## src/rtl/rmap_pkg.sv

```systemverilog
package rmap_pkg;
    typedef enum logic {
        MAP_ARCH = 1'b0,
        MAP_ROB  = 1'b1
    } map_state_e;
endpackage

```

## src/rtl/rmap_entry.sv

```systemverilog
module rmap_entry
    import rmap_pkg::*;
#(
    parameter int TW = 4
) (
    input  logic          clk,
    input  logic          rst_n,
    input  logic          flush,
    input  logic          set_en,
    input  logic [TW-1:0] set_tag,
    input  logic          clr_en,
    input  logic [TW-1:0] clr_tag,
    output logic          in_rob,
    output logic [TW-1:0] tag
);
    map_state_e    state_q, state_d;
    logic [TW-1:0] tag_q, tag_d;

    // next-state: FLUSH > ALLOCATE/RETARGET > RETIRE
    always_comb begin
        state_d = state_q;
        tag_d   = tag_q;
        unique case (state_q)
            MAP_ARCH: begin
                if (!flush && set_en) begin
                    state_d = MAP_ROB;
                    tag_d   = set_tag;
                end
            end
            MAP_ROB: begin
                if (flush) begin
                    state_d = MAP_ARCH;
                    tag_d   = '0;
                end else if (set_en) begin
                    tag_d   = set_tag;
                end else if (clr_en && (clr_tag == tag_q)) begin
                    state_d = MAP_ARCH;
                    tag_d   = '0;
                end
            end
            default: begin
                state_d = MAP_ARCH;
                tag_d   = '0;
            end
        endcase
    end

    always_ff @(posedge clk) begin
        if (!rst_n) begin
            state_q <= MAP_ARCH;
            tag_q   <= '0;
        end else begin
            state_q <= state_d;
            tag_q   <= tag_d;
        end
    end

    always_comb begin
        in_rob = (state_q == MAP_ROB);
        tag    = tag_q;
    end
endmodule

```

## src/rtl/rmap_lookup.sv

```systemverilog
module rmap_lookup #(
    parameter int REGS  = 8,
    parameter int AW    = 3,
    parameter int TW    = 4,
    parameter int LANES = 2,
    parameter int LANE  = 0
) (
    input  logic [AW-1:0]       src_reg,
    input  logic [REGS-1:0]     table_rob,
    input  logic [REGS*TW-1:0]  table_tag,
    input  logic                flush,
    input  logic                commit_valid,
    input  logic [AW-1:0]       commit_reg,
    input  logic [TW-1:0]       commit_tag,
    input  logic [LANES-1:0]    alloc_valid,
    input  logic [LANES*AW-1:0] alloc_dst,
    input  logic [LANES*TW-1:0] alloc_tag,
    output logic                in_rob,
    output logic [TW-1:0]       tag
);
    logic          hit_rob;
    logic [TW-1:0] hit_tag;

    always_comb begin
        hit_rob = table_rob[src_reg];
        hit_tag = table_tag[int'(src_reg)*TW +: TW];
        if (commit_valid && (commit_reg == src_reg) && (commit_tag == hit_tag))
            hit_rob = 1'b0;
        // older lanes of this group, youngest last so it wins
        for (int i = 0; i < LANE; i++) begin
            if (alloc_valid[i] && (alloc_dst[i*AW +: AW] == src_reg)) begin
                hit_rob = 1'b1;
                hit_tag = alloc_tag[i*TW +: TW];
            end
        end
        if (flush)
            hit_rob = 1'b0;
        in_rob = hit_rob;
        tag    = hit_rob ? hit_tag : '0;
    end
endmodule

```

## src/rtl/rename_map.sv

```systemverilog
module rename_map #(
    parameter int ARCH_REGS   = 8,
    parameter int ROB_ENTRIES = 16,
    parameter int LANES       = 2,
    localparam int AW   = $clog2(ARCH_REGS),
    localparam int TW   = $clog2(ROB_ENTRIES),
    localparam int SRCS = 2,
    localparam int NSRC = LANES * SRCS
) (
    input  logic                clk,
    input  logic                rst_n,
    input  logic                flush,
    input  logic [LANES-1:0]    alloc_valid,
    input  logic [LANES*AW-1:0] alloc_dst,
    input  logic [LANES*TW-1:0] alloc_tag,
    input  logic                commit_valid,
    input  logic [AW-1:0]       commit_reg,
    input  logic [TW-1:0]       commit_tag,
    input  logic [NSRC*AW-1:0]  src_reg,
    output logic [NSRC-1:0]     src_in_rob,
    output logic [NSRC*TW-1:0]  src_tag
);
    logic [ARCH_REGS-1:0]    table_rob;
    logic [ARCH_REGS*TW-1:0] table_tag;

    for (genvar r = 0; r < ARCH_REGS; r++) begin : g_reg
        logic          sel;
        logic [TW-1:0] sel_tag;
        logic          clr;

        always_comb begin
            sel     = 1'b0;
            sel_tag = '0;
            for (int l = 0; l < LANES; l++) begin
                if (alloc_valid[l] && (alloc_dst[l*AW +: AW] == AW'(r))) begin
                    sel     = 1'b1;
                    sel_tag = alloc_tag[l*TW +: TW];
                end
            end
            clr = commit_valid && (commit_reg == AW'(r));
        end

        rmap_entry #(.TW(TW)) u_entry (
            .clk     (clk),
            .rst_n   (rst_n),
            .flush   (flush),
            .set_en  (sel),
            .set_tag (sel_tag),
            .clr_en  (clr),
            .clr_tag (commit_tag),
            .in_rob  (table_rob[r]),
            .tag     (table_tag[r*TW +: TW])
        );
    end

    for (genvar l = 0; l < LANES; l++) begin : g_lane
        for (genvar s = 0; s < SRCS; s++) begin : g_src
            localparam int IDX = l * SRCS + s;
            rmap_lookup #(
                .REGS  (ARCH_REGS),
                .AW    (AW),
                .TW    (TW),
                .LANES (LANES),
                .LANE  (l)
            ) u_lookup (
                .src_reg      (src_reg[IDX*AW +: AW]),
                .table_rob    (table_rob),
                .table_tag    (table_tag),
                .flush        (flush),
                .commit_valid (commit_valid),
                .commit_reg   (commit_reg),
                .commit_tag   (commit_tag),
                .alloc_valid  (alloc_valid),
                .alloc_dst    (alloc_dst),
                .alloc_tag    (alloc_tag),
                .in_rob       (src_in_rob[IDX]),
                .tag          (src_tag[IDX*TW +: TW])
            );
        end
    end
endmodule

```

## config.mk

```make
export PLATFORM = sky130hd
export DESIGN_NAME = rename_map
export DESIGN_NICKNAME = d
export VERILOG_FILES = /design/src/rtl/rmap_pkg.sv /design/src/rtl/rmap_entry.sv /design/src/rtl/rmap_lookup.sv /design/src/rtl/rename_map.sv
export SDC_FILE = /design/constraint.sdc
export NUM_CORES = 1
export LEC_CHECK = 0
export ABC_CLOCK_PERIOD_IN_PS = 2800
export BUFFER_PORTS_ARGS = -buffer_cell sky130_fd_sc_hd__buf_2
export CORE_AREA = 4 4 140 109
export CTS_CLUSTER_SIZE = 30
export DETAILED_ROUTE_END_ITERATION = 12
export DIE_AREA = 0 0 144 113
export PLACE_DENSITY = 0.6
export RECOVER_POWER = 50
export REMOVE_ABC_BUFFERS = 1
export SLEW_MARGIN = 10
export SYNTH_ARGS = -nofsm -noshare
export SYNTH_HDL_FRONTEND = slang
export SYNTH_SLANG_ARGS = --single-unit
```

## constraint.sdc

```tcl
create_clock -name clk -period 2.8 [get_ports clk]
set_clock_uncertainty 0.2 [all_clocks]
set_input_delay 0.56 -clock clk [delete_from_list [all_inputs] [get_ports clk]]
set_output_delay 0.56 -clock clk [all_outputs]
set_load 0.02 [all_outputs]
```

==> run_results.csv <==
group,metric,value,unit
status,status,"complete, but fails checks",
status,failed_checks,"setup timing",
sta,worst_slew_pin_slew,0.6346,ns
sta,fin_crit,3.034,ns
worst_setup_path,path_max_fanout,8,
pwr,power.static_leakage,2.416,nW
layout,mostFrequentLayoutCell,"buf_4",
layout,final_cell_mix,"buf_4 (112), nand2_1 (50), buf_2 (34)",
yosys,yosysSeqAreaShare,16.78,%
yosys,synth-async-reset-ratio,0,%
global_routing,grt_util_met1,33.59,%
hold_path,min_to,"g_reg[5].u_entry.tag[3]",
yosys,ys.warnings.count,0,
clock_tree,path_clk_slew,0.06,ns
yosys,ys.flop_type,"dfxtp_1",
detailed_routing,routed_wl,19.80,mm
floorplanning,chipWidth,144,um
hold_path,hold_class,"reg2reg",
sta,holdWs,0.3463,ns
pwr,p_seq_share,34.2,%
floorplanning,start_util,34.02,%
global_routing,met2_usage,33.17,%
pwr,irDropWorstVdd,190.3,uV
hold_path,whs_path_depth,2,
clock_tree,htreeDepth,2,
clock_tree,insertion_delay,0.28,ns
yosys,synth_seq_cells,40,
pwr,switching_power,0.0005432,W
global_routing,antenna_found_initial,0,
floorplanning,rows,38,
hold_path,min-delay-start,"g_reg[5].u_entry.tag[3]",
clock_tree,cts_tree,"done",
layout,diodes,0,
detailed_routing,route.detailed.drc,0,
floorplanning,ios,59,
sta,rsz0062_at_grt,"true",
detailed_routing,routed-via-count,5248,
place,portBuffers,58,
worst_setup_path,reg2reg_from,"g_reg[4].u_entry.tag[0]",
pwr,comb_power_share,31.8,%
yosys,synth_cell_types,50,
detailed_routing,antenna_left,0,
global_routing,grt_use_total,23.39,%
global_routing,overflow,0,
layout,finalNetCount,706,
layout,final_core_utilization,46.49,%
worst_setup_path,r2r-end,"g_reg[4].u_entry.tag[1]",
clock_tree,clkSinkCount,40,
pwr,clockPowerShare,34.0,%
place,place_ws,-0.3926,ns
yosys,synth_edf_count,0,
sta,max_clock_freq,329.6,MHz
flow_run,maxCapViolations,0,
worst_setup_path,critPathKind,"in2out",
pwr,switching_share,31.49,%
floorplanning,core_area,14030,um2
layout,layout-drive-gt1-share,42.96,%
place,dp.final_hpwl,14.21,mm
layout,syn_to_final_growth,36.65,%
clock_tree,cts_made_buffers,5,
detailed_routing,post_drt_wl_per_cell,23.35,um
place,routabilityCongestion,1.003,
detailed_routing,drtPass1Iterations,5,
clock_tree,cts.root.buffer_cell,"clkbuf_16",
clock_tree,cts_max_path_buffers,2,
sta,timing.slew.headroom,57.11,%
yosys,netlist_area,4772,um2
sta,slew_violations,0,
worst_setup_path,rrSetupSlack,0.45,ns
yosys,avgSynthCellArea,8.692,um2
sta,min_period_over_period,108.4,%
floorplanning,dieArea,16270,um2
worst_setup_path,critPathArrivalTime,2.27,ns
worst_setup_path,r2r_cells,7,
sta,setup_tns,-3.439,ns
pwr,p_int,0.001182,W
global_routing,grt_pass1_wl,29.15,mm
global_routing,grt_pass1_vias,4980,
worst_setup_path,cp-start-kind,"input pin",
global_routing,grt.busiest_layer,"met1",
yosys,postSynthCellCount,549,
floorplanning,die_h,113,um
sta,setup_slack,-0.2340,ns
pwr,powerDensity,264.5,nW/um2
worst_setup_path,end_kind,"output pin",
global_routing,grt_max_degree,41,
worst_setup_path,required,2.04,ns
sta,setup_viol,20,
sta,hold_viol_final,0,
pwr,power,0.001725,W
detailed_routing,vias_per_cell,6.189,
global_routing,grt_use_met3,8.027,%
detailed_routing,drt_first_iter_violations,639,
-- power groups by stage --
stage | sequential [W] | combinational (W) | clock [W]
3_3_place_gp | 0.000602 | 0.000447 | 0
4_1_cts | 0.000590 | 0.000499 | 0.000587
2_1_floorplan | 0.000596 | 0.000198 | 0
5_1_grt | 0.000590 | 0.000579 | 0.000610
3_5_place_dp | 0.000603 | 0.000458 | 0
6_report | 0.000590 | 0.000549 | 0.000586
-- worst max path at each step --
stage	endpoint	cells after the start	startpoint
floorplan	src_tag[10]	6	src_reg[6]
global placement	src_tag[8]	9	src_reg[6]
detailed placement	src_tag[0]	8	src_reg[0]
CTS	src_tag[4]	8	src_reg[3]
global route	src_tag[0]	8	src_reg[0]
finish	src_tag[7]	12	src_reg[3]
-- state kept, by name (all words and copies together) (netlist names) --
| register | flops |
|---|---|
| g.u_entry.in_rob | 8 |
| g.u_entry.tag | 32 |
-- critical path, cell delays in order --
cell and delay [ns]:
buf_12 0.10, mux4_2 0.53, mux2i_4 0.21, buf_6 0.13
buf_4 0.09, buf_4 0.09, buf_4 0.09, buf_4 0.09
buf_4 0.09, buf_4 0.09, nor2_1 0.04, buf_4 0.16
-- timing repair --
item,4_1_cts,5_1_grt
hold buffers,0,0
cloned,1,1
endpoints found under the setup margin,20,20
setup buffers,21,8
resized for setup,95,58
pin swaps,19,15
-- area by class of cell --
| class | count | area [um2] |
|---|---|---|
| sequential | 40 | 842.1 |
| clock buffer | 8 | 146.4 |
| fill | 1312 | 7505 |
| timing repair buffer | 173 | 1428 |
| multi-input combinational | 431 | 3820 |
| tap | 180 | 225.2 |
| inverter | 16 | 60.06 |
-- metrics by stage --
stage               std cells  instance area (um2)
finish                    848                 6521
global route              848                 6521
CTS                       840                 6197
detailed placement        810                 5615
global placement          810                 5615
floorplan                 487                 4437
-- Yosys cell counts (3+ instances only) --
cell type	instances	area share, %
a211o_1	32	5.9
a21boi_0	32	5.0
a21oi_1	20	2.1
a22oi_1	32	5.0
a31o_2	4	0.73
a31oi_1	6	0.79
a41oi_1	4	0.73
and4b_1	3	0.63
buf_1	9	0.71
buf_2	12	1.3
buf_4	11	1.7
buf_6	6	1.4
clkbuf_1	23	1.8
dfxtp_1	40	17
inv_1	16	1.3
mux2_2	4	0.94
mux2i_1	29	6.1
mux4_1	7	3.9
mux4_2	23	11
nand2_1	50	3.9
nand2b_1	7	0.92
nand3_1	6	0.63
nand3b_1	6	0.94
nand4_1	8	1.0
nand4b_1	4	0.73
nor2_1	29	2.3
nor2b_1	12	1.6
nor3_1	11	1.2
nor4_1	3	0.39
o21ai_0	6	0.63
xnor2_1	33	6.1
xor2_1	32	5.9
-- metal layers --
metal  vias up  part of all wire [%]
li1       2274                     -
met1      2549                    43
met2       379                    42
met3        46                    13
met4         0                   2.1
met5         -                     0
-- logic make-up (layout without fill, tap and decap cells) --
kind of cell	after synthesis	after routing	share of synthesized area, %
and+or+nand+nor	149	149	16.62
buffers and inverters	78	197	8.285
muxes	64	64	22.02
DFF	40	40	16.78
xor gates and xnor gates	65	65	11.93
AOI/OAI and AO/OA	153	153	24.36
No activity file was read; power rests on OpenSTA's default activity.
